==> src/rtl/adc_seq_pkg.sv <==
package adc_seq_pkg;
  localparam int DATA_W = 24;
  localparam int FILT_W = 12;
  localparam int NSETUP = 6;

  typedef enum logic [2:0] {SQ_IDLE, SQ_SETUP, SQ_WAIT, SQ_RDCMD, SQ_RDDATA} seq_state_t;
  typedef enum logic [2:0] {SH_IDLE, SH_LEAD, SH_ACT, SH_TAIL, SH_GAP} sh_state_t;

  function automatic logic [7:0] comms_byte(input logic [2:0] sel, input logic rd,
                                            input logic [2:0] ch);
    return {1'b0, sel, rd, ch};
  endfunction
endpackage

==> src/rtl/adc_seq_sync.sv <==
module adc_seq_sync #(
  parameter int   STAGES    = 2,
  parameter logic RESET_VAL = 1'b1
) (
  input  logic clk,
  input  logic rst,
  input  logic d,
  output logic q
);
  logic [STAGES-1:0] chain;

  always_ff @(posedge clk) begin
    if (rst) chain <= {STAGES{RESET_VAL}};
    else     chain <= {chain[STAGES-2:0], d};
  end

  assign q = chain[STAGES-1];
endmodule

==> src/rtl/adc_seq_shifter.sv <==
module adc_seq_shifter
  import adc_seq_pkg::*;
#(
  parameter int HALF = 34,
  parameter int MAXB = 24,
  localparam int BW = $clog2(MAXB + 1),
  localparam int CW = (HALF < 2) ? 1 : $clog2(HALF + 1)
) (
  input  logic            clk,
  input  logic            rst,
  input  logic            go,
  input  logic            idle_hi,
  input  logic [BW-1:0]   nbits,
  input  logic [MAXB-1:0] tx,
  input  logic            miso,
  output logic            busy,
  output logic            fin,
  output logic [MAXB-1:0] rx,
  output logic            cs_n,
  output logic            sclk,
  output logic            mosi
);
  sh_state_t       st;
  logic [CW-1:0]   cnt;
  logic [BW-1:0]   bits;
  logic [MAXB-1:0] sh;
  logic            pol;

  always_ff @(posedge clk) begin
    if (rst) begin
      st <= SH_IDLE; cnt <= '0; bits <= '0; sh <= '0; rx <= '0;
      cs_n <= 1'b1; sclk <= 1'b0; mosi <= 1'b0; fin <= 1'b0; pol <= 1'b0;
    end else begin
      fin <= 1'b0;
      case (st)
        SH_IDLE: if (go) begin
          sh <= tx; bits <= nbits; pol <= idle_hi; sclk <= idle_hi;
          cs_n <= 1'b0; mosi <= tx[MAXB-1]; rx <= '0;
          cnt <= CW'(HALF - 1); st <= SH_LEAD;
        end
        SH_LEAD: if (cnt == '0) begin
          sclk <= ~pol; cnt <= CW'(HALF - 1); st <= SH_ACT;
        end else cnt <= cnt - 1'b1;
        SH_ACT: if (cnt == '0) begin
          sclk <= pol;
          rx   <= {rx[MAXB-2:0], miso};
          bits <= bits - 1'b1;
          cnt  <= CW'(HALF - 1);
          if (bits == BW'(1)) st <= SH_TAIL;
          else begin
            sh <= sh << 1; mosi <= sh[MAXB-2]; st <= SH_LEAD;
          end
        end else cnt <= cnt - 1'b1;
        SH_TAIL: if (cnt == '0) begin
          cs_n <= 1'b1; mosi <= 1'b0; cnt <= CW'(HALF - 1); st <= SH_GAP;
        end else cnt <= cnt - 1'b1;
        SH_GAP: if (cnt == '0) begin
          st <= SH_IDLE; fin <= 1'b1;
        end else cnt <= cnt - 1'b1;
        default: st <= SH_IDLE;
      endcase
    end
  end

  assign busy = (st != SH_IDLE);

  // Checker state: cycles the current sclk level has lasted.
  logic          sclk_d;
  logic [CW-1:0] run_q;
  always_ff @(posedge clk) begin
    if (rst) begin
      sclk_d <= 1'b0; run_q <= CW'(HALF);
    end else begin
      sclk_d <= sclk;
      if (sclk != sclk_d)        run_q <= CW'(1);
      else if (run_q != CW'(HALF)) run_q <= run_q + 1'b1;
    end
  end

  assert_no_edge_deselected_R6: assert property (@(posedge clk) disable iff (rst)
    cs_n |-> $stable(sclk));
  assert_half_period_min_R7: assert property (@(posedge clk) disable iff (rst)
    (sclk != sclk_d && !cs_n && $past(!cs_n)) |-> (run_q == CW'(HALF)));
  assert_mosi_moves_at_idle_R5: assert property (@(posedge clk) disable iff (rst)
    (!cs_n && $past(!cs_n) && !$stable(mosi)) |-> (sclk == pol));
endmodule

==> src/rtl/adc_seq_top.sv <==
module adc_seq_top
  import adc_seq_pkg::*;
#(
  parameter int          CLK_HZ      = 200_000_000,
  parameter int          SCLK_MAX_HZ = 3_000_000,
  parameter int          NUM_SAMPLES = 1000,
  parameter logic [2:0]  SEL_MODE    = 3'd1,
  parameter logic [2:0]  SEL_FHI     = 3'd2,
  parameter logic [2:0]  SEL_FLO     = 3'd3,
  parameter logic [2:0]  SEL_DATA    = 3'd5,
  parameter logic [3:0]  FHI_FLAGS   = 4'b0100,
  parameter logic [7:0]  MODE_BYTE   = 8'h20,
  localparam int HALF  = (CLK_HZ + 2 * SCLK_MAX_HZ - 1) / (2 * SCLK_MAX_HZ),
  localparam int NBW   = $clog2(DATA_W + 1),
  localparam int SCW   = (NUM_SAMPLES < 2) ? 1 : $clog2(NUM_SAMPLES)
) (
  input  logic              clk,
  input  logic              rst,
  input  logic              start,
  input  logic [2:0]        chan,
  input  logic [FILT_W-1:0] filt_word,
  input  logic              sclk_idle_hi,
  output logic              cs_n,
  output logic              sclk,
  output logic              mosi,
  input  logic              miso,
  input  logic              drdy_n,
  output logic              smp_valid,
  output logic [DATA_W-1:0] smp_data,
  output logic              done
);
  seq_state_t        st;
  logic [2:0]        idx;
  logic              go_q;
  logic [DATA_W-1:0] tx_q;
  logic [NBW-1:0]    nb_q;
  logic [2:0]        ch_q;
  logic [FILT_W-1:0] filt_q;
  logic              pol_q;
  logic [SCW-1:0]    smp_cnt;
  logic              rdy_n_s;
  logic              sh_busy, sh_fin;
  logic [DATA_W-1:0] sh_rx;

  function automatic logic [7:0] setup_byte(input logic [2:0] i, input logic [2:0] c,
                                            input logic [FILT_W-1:0] f);
    case (i)
      3'd0:    return comms_byte(SEL_FHI, 1'b0, c);
      3'd1:    return {FHI_FLAGS, f[FILT_W-1:8]};
      3'd2:    return comms_byte(SEL_FLO, 1'b0, c);
      3'd3:    return f[7:0];
      3'd4:    return comms_byte(SEL_MODE, 1'b0, c);
      default: return MODE_BYTE;
    endcase
  endfunction

  adc_seq_sync #(.STAGES(2), .RESET_VAL(1'b1)) u_rdy_sync (
    .clk(clk), .rst(rst), .d(drdy_n), .q(rdy_n_s));

  adc_seq_shifter #(.HALF(HALF), .MAXB(DATA_W)) u_shift (
    .clk(clk), .rst(rst), .go(go_q), .idle_hi(pol_q), .nbits(nb_q), .tx(tx_q),
    .miso(miso), .busy(sh_busy), .fin(sh_fin), .rx(sh_rx),
    .cs_n(cs_n), .sclk(sclk), .mosi(mosi));

  always_ff @(posedge clk) begin
    if (rst) begin
      st <= SQ_IDLE; idx <= '0; go_q <= 1'b0; tx_q <= '0; nb_q <= '0;
      ch_q <= '0; filt_q <= '0; pol_q <= 1'b0; smp_cnt <= '0;
      smp_valid <= 1'b0; smp_data <= '0; done <= 1'b0;
    end else begin
      go_q <= 1'b0;
      smp_valid <= 1'b0;
      case (st)
        SQ_IDLE: if (start) begin
          ch_q <= chan; filt_q <= filt_word; pol_q <= sclk_idle_hi;
          done <= 1'b0; idx <= '0; smp_cnt <= '0;
          go_q <= 1'b1; nb_q <= NBW'(8);
          tx_q <= {setup_byte(3'd0, chan, filt_word), {(DATA_W-8){1'b0}}};
          st <= SQ_SETUP;
        end
        SQ_SETUP: if (sh_fin) begin
          if (idx == 3'(NSETUP - 1)) st <= SQ_WAIT;
          else begin
            idx  <= idx + 1'b1;
            go_q <= 1'b1;
            tx_q <= {setup_byte(3'(idx + 1'b1), ch_q, filt_q), {(DATA_W-8){1'b0}}};
          end
        end
        SQ_WAIT: if (!sh_busy && !rdy_n_s) begin
          go_q <= 1'b1; nb_q <= NBW'(8);
          tx_q <= {comms_byte(SEL_DATA, 1'b1, ch_q), {(DATA_W-8){1'b0}}};
          st <= SQ_RDCMD;
        end
        SQ_RDCMD: if (sh_fin) begin
          go_q <= 1'b1; nb_q <= NBW'(DATA_W); tx_q <= '0; st <= SQ_RDDATA;
        end
        SQ_RDDATA: if (sh_fin) begin
          smp_valid <= 1'b1;
          smp_data  <= sh_rx;
          if (smp_cnt == SCW'(NUM_SAMPLES - 1)) begin
            done <= 1'b1; st <= SQ_IDLE;
          end else begin
            smp_cnt <= smp_cnt + 1'b1; st <= SQ_WAIT;
          end
        end
        default: st <= SQ_IDLE;
      endcase
    end
  end

  assert_go_only_when_free_R6: assert property (@(posedge clk) disable iff (rst)
    go_q |-> !sh_busy);
  assert_read_needs_ready_R9: assert property (@(posedge clk) disable iff (rst)
    (go_q && st == SQ_RDCMD) |-> $past(!rdy_n_s));
  assert_valid_single_R10: assert property (@(posedge clk) disable iff (rst)
    smp_valid |=> !smp_valid);
  assert_done_with_last_R11: assert property (@(posedge clk) disable iff (rst)
    $rose(done) |-> smp_valid);
  assert_no_read_in_setup_R12: assert property (@(posedge clk) disable iff (rst)
    (st == SQ_SETUP) |-> !smp_valid);
endmodule

==> config.mk <==
export PLATFORM = sky130hd
export DESIGN_NAME = adc_seq_top
export DESIGN_NICKNAME = d
export VERILOG_FILES = /design/src/rtl/adc_seq_pkg.sv /design/src/rtl/adc_seq_sync.sv /design/src/rtl/adc_seq_shifter.sv /design/src/rtl/adc_seq_top.sv
export SDC_FILE = /design/constraint.sdc
export NUM_CORES = 1
export LEC_CHECK = 0
export BUFFER_PORTS_ARGS = -buffer_cell sky130_fd_sc_hd__buf_2
export CORE_UTILIZATION = 35
export CTS_CLUSTER_SIZE = 30
export DETAILED_ROUTE_END_ITERATION = 8
export PLACE_DENSITY = 0.61
export SLEW_MARGIN = 0
export SYNTH_ARGS = -nofsm -noshare
export SYNTH_HDL_FRONTEND = slang
export SYNTH_SLANG_ARGS = --single-unit
==> constraint.sdc <==
create_clock -name clk -period 2.25 [get_ports clk]
set_input_delay 0.225 -clock clk [delete_from_list [all_inputs] [get_ports clk]]
set_output_delay 0.225 -clock clk [all_outputs]
set_load 0.05 [all_outputs]
==> impl_metrics.yaml <==
detailed_routing:
  ant_nets: 0
  vias: 4903
  drc: 0
  routed_wl_mm: 12.48
  drt-initial-drc-count: 306
  routedWlPerCell_um: 13.65
  viasPerCell: 5.364
  firstDrtPassIters: 7
clock_network:
  clkTransAtPathRegs_ns: 0.06
  post_cts_buffers: 0
  clkLatencyLatePin_ns: 0.43
  cts-root-buf: "clkbuf_16"
  clock_sinks: 121
  cts_tree: "built"
  cts.path.max_buffers: 2
  numCtsBuffers: 17
  cts_max_level: 4
sta:
  skew_ns: 0.01197
  setup_violations: 0
  fmax_mhz: 481.8
  slew_viol_final: 0
  tns_ns: 0
  period_minus_slack_ns: 2.076
  tightest_slew_ns: 0.5671
  max_slew_margin_pct: 62.19
  fin_crit_sh_pct: 92.25
  rsz0062_at_grt: "no"
  hold_viol: 0
setup_path:
  critPathMaxFanout: 8
  critPathKind: "register to register"
  crit_path_end_kind: "register"
  startpoint_type: "register"
  reg2reg_depth: 7
  arrival_ns: 2.37
  worst-endpoint-required_ns: 2.54
global_route:
  grt_usage_pct: 16.65
  overflow: 0
  grt_pass1_vias: 4676
  grt_pass1_wl_mm: 21.71
  grt_max_degree: 54
  antenna_found_initial: 0
logic_synthesis:
  synth_area_leader_cell: "dfxtp_1"
  synth_top_area_share_pct: 44.49
  syn_area_sq_um: 5445
  yosysUniqueCellTypes: 67
  ys_async_sr_fraction_pct: 0
  synth_ff_type: "dfxtp_1"
  syn_nets: 701
  synth_seq_area_share_pct: 44.49
  synthTopCellsByArea: "dfxtp_1, a21oi_1, nand2_1"
  ys_warn_count: 0
  ys_ff_latch: 121
  synth_edf_count: 0
  synthCells: 669
  postSynthAreaPerCell_sq_um: 8.139
cells_and_area:
  drive_gt1_share_pct: 16.39
  final_cells: 914
  diodes: 0
  synthToLayoutAreaGrowth_pct: 21.37
  nets: 745
placement:
  dp.cells: 881
  port_buffers: 49
  finalWeightedCongestion: 0.8880
  hpwl_mm: 8.714
power_and_ir_drop:
  ir_drop_uv: 548.6
  power.density_nw_per_um2: 916.7
  p_leak_nw: 2.411
hold_path:
  hold_depth: 3
  hp-class: "input pin to register"
floorplanning:
  rows: 45
  die_width_um: 126.7
  die_h_um: 126.7
  initial_utilization_pct: 35.82
  ios: 50
  coreArea_sq_um: 15200
  die_area_sq_um: 16060
run_status:
  status: "finished clean"
job:
  maxCapViolations: 0
-- state kept, by name (all words and copies together) (netlist names), 5 cells and up --
register      cells
smp_cnt          10
u_shift.bits      5
u_shift.cnt       6
u_shift.sh        7
u_shift.rx       24
smp_data         24
filt_q           12
tx_q              8
-- cell families (layout without fill, tap and decap cells) --
group / count (synthesis) / count (layout) / share of synthesized area, %
AO/OA/AOI/OAI: 187 / 187 / 21.69
XOR/XNOR: 8 / 8 / 1.287
adder cells (fa/ha/maj): 11 / 11 / 2.528
buffers and inverters: 70 / 127 / 5.124
flip-flops: 121 / 121 / 44.49
multiplexers: 5 / 5 / 0.9651
AND/OR/NAND/NOR: 267 / 267 / 23.92
-- cells in the mapped netlist, drive strengths merged, types with 4 or more instances --
library cell	count
nor2	26
nand2	131
nor2b	9
a211oi	8
nand4	7
a32o	4
ha	11
inv	21
nand2b	8
nor4b	4
a31oi	6
a2111oi	5
a221oi	4
a21oi	103
a211o	4
clkbuf	36
xnor2	5
buf	13
a311oi	5
o21ai	19
or3	13
nand3	37
dfxtp	121
nor3	11
-- path summary, 6_finish.rpt --
| check | start | end | slack [ns] |
|---|---|---|---|
| setup / recovery | idx[0] | tx_q[16] | 0.17 |
| hold / removal | filt_word[0] | filt_q[0] | 0.04 |
| setup reg to reg | idx[0] | tx_q[16] | 0.17 |
| hold reg to reg | u_rdy_sync.chain[0] | u_rdy_sync.chain[1] | 0.44 |
-- per-layer routing --
layer	GRT usage (%)	share of wire, %
met2	27.04	47
met1	21.08	47
met3	4.639	4.2
met5	0	0
met4	6.162	1.4
-- layout by cell type, fill, tap and decap left out, drive strengths merged, types with 6 or more instances in the layout --
master,netlist,final
nand2,131,131
dfxtp,121,121
a21oi,103,103
buf,13,73
nand3,37,37
nor2,26,26
inv,21,25
o21ai,19,19
clkbuf,36,17
or3,13,13
nor3,11,11
ha,11,11
nor2b,9,9
a211oi,8,8
nand2b,8,8
nand4,7,7
a31oi,6,6
-- per-stage QoR --
step | area, sq um | worst slack [ns] | hold WS (ns) | util (%) | power, W
floorplan | 5445 | 0.03506 | 0.3288 | - | 0.002927
global placement | 5954 | 0.1955 | 0.4014 | 39.17 | 0.003134
detailed placement | 5954 | 0.1781 | 0.4033 | 39.17 | 0.003157
CTS | 6606 | 0.1729 | 0.03315 | 43.46 | 0.006106
global route | 6609 | 0.03491 | 0.05337 | 43.47 | 0.006325
finish | 6609 | 0.1743 | 0.03927 | 43.47 | 0.006058
-- report_power, final --
part,switching (W),leakage [nW],internal (W)
logic,0.000488,1.12,0.000304
registers,0.0000861,0.983,0.00224
clock network,0.00106,0.307,0.00188
total,0.00164,2.41,0.00442
-- final cells by class --
| cell class | instances | area [sq um] |
|---|---|---|
| clock buffer | 17 | 425.4 |
| clock inverter | 15 | 216.5 |
| fill | 1521 | 8593 |
| inverter | 21 | 78.83 |
| multi-input combinational | 478 | 2768 |
| sequential | 121 | 2422 |
| tap | 188 | 235.2 |
| timing repair buffer | 74 | 462.9 |
-- worst max-delay path, stage by stage (launching register included) --
cell and delay [ns]:
dfxtp_1 0.34, ha_1 0.22, ha_1 0.29, buf_4 0.17
a211o_1 0.29, a32o_1 0.22, a221oi_1 0.29, o32ai_1 0.14
-- timing repair --
action                     4_1_cts  5_1_grt
hold buffers                     1        0
hold endpoints to repair         1        0
gates resized for setup          0        1
setup endpoints to repair        0        4
(Power assumes the default switching activity.)
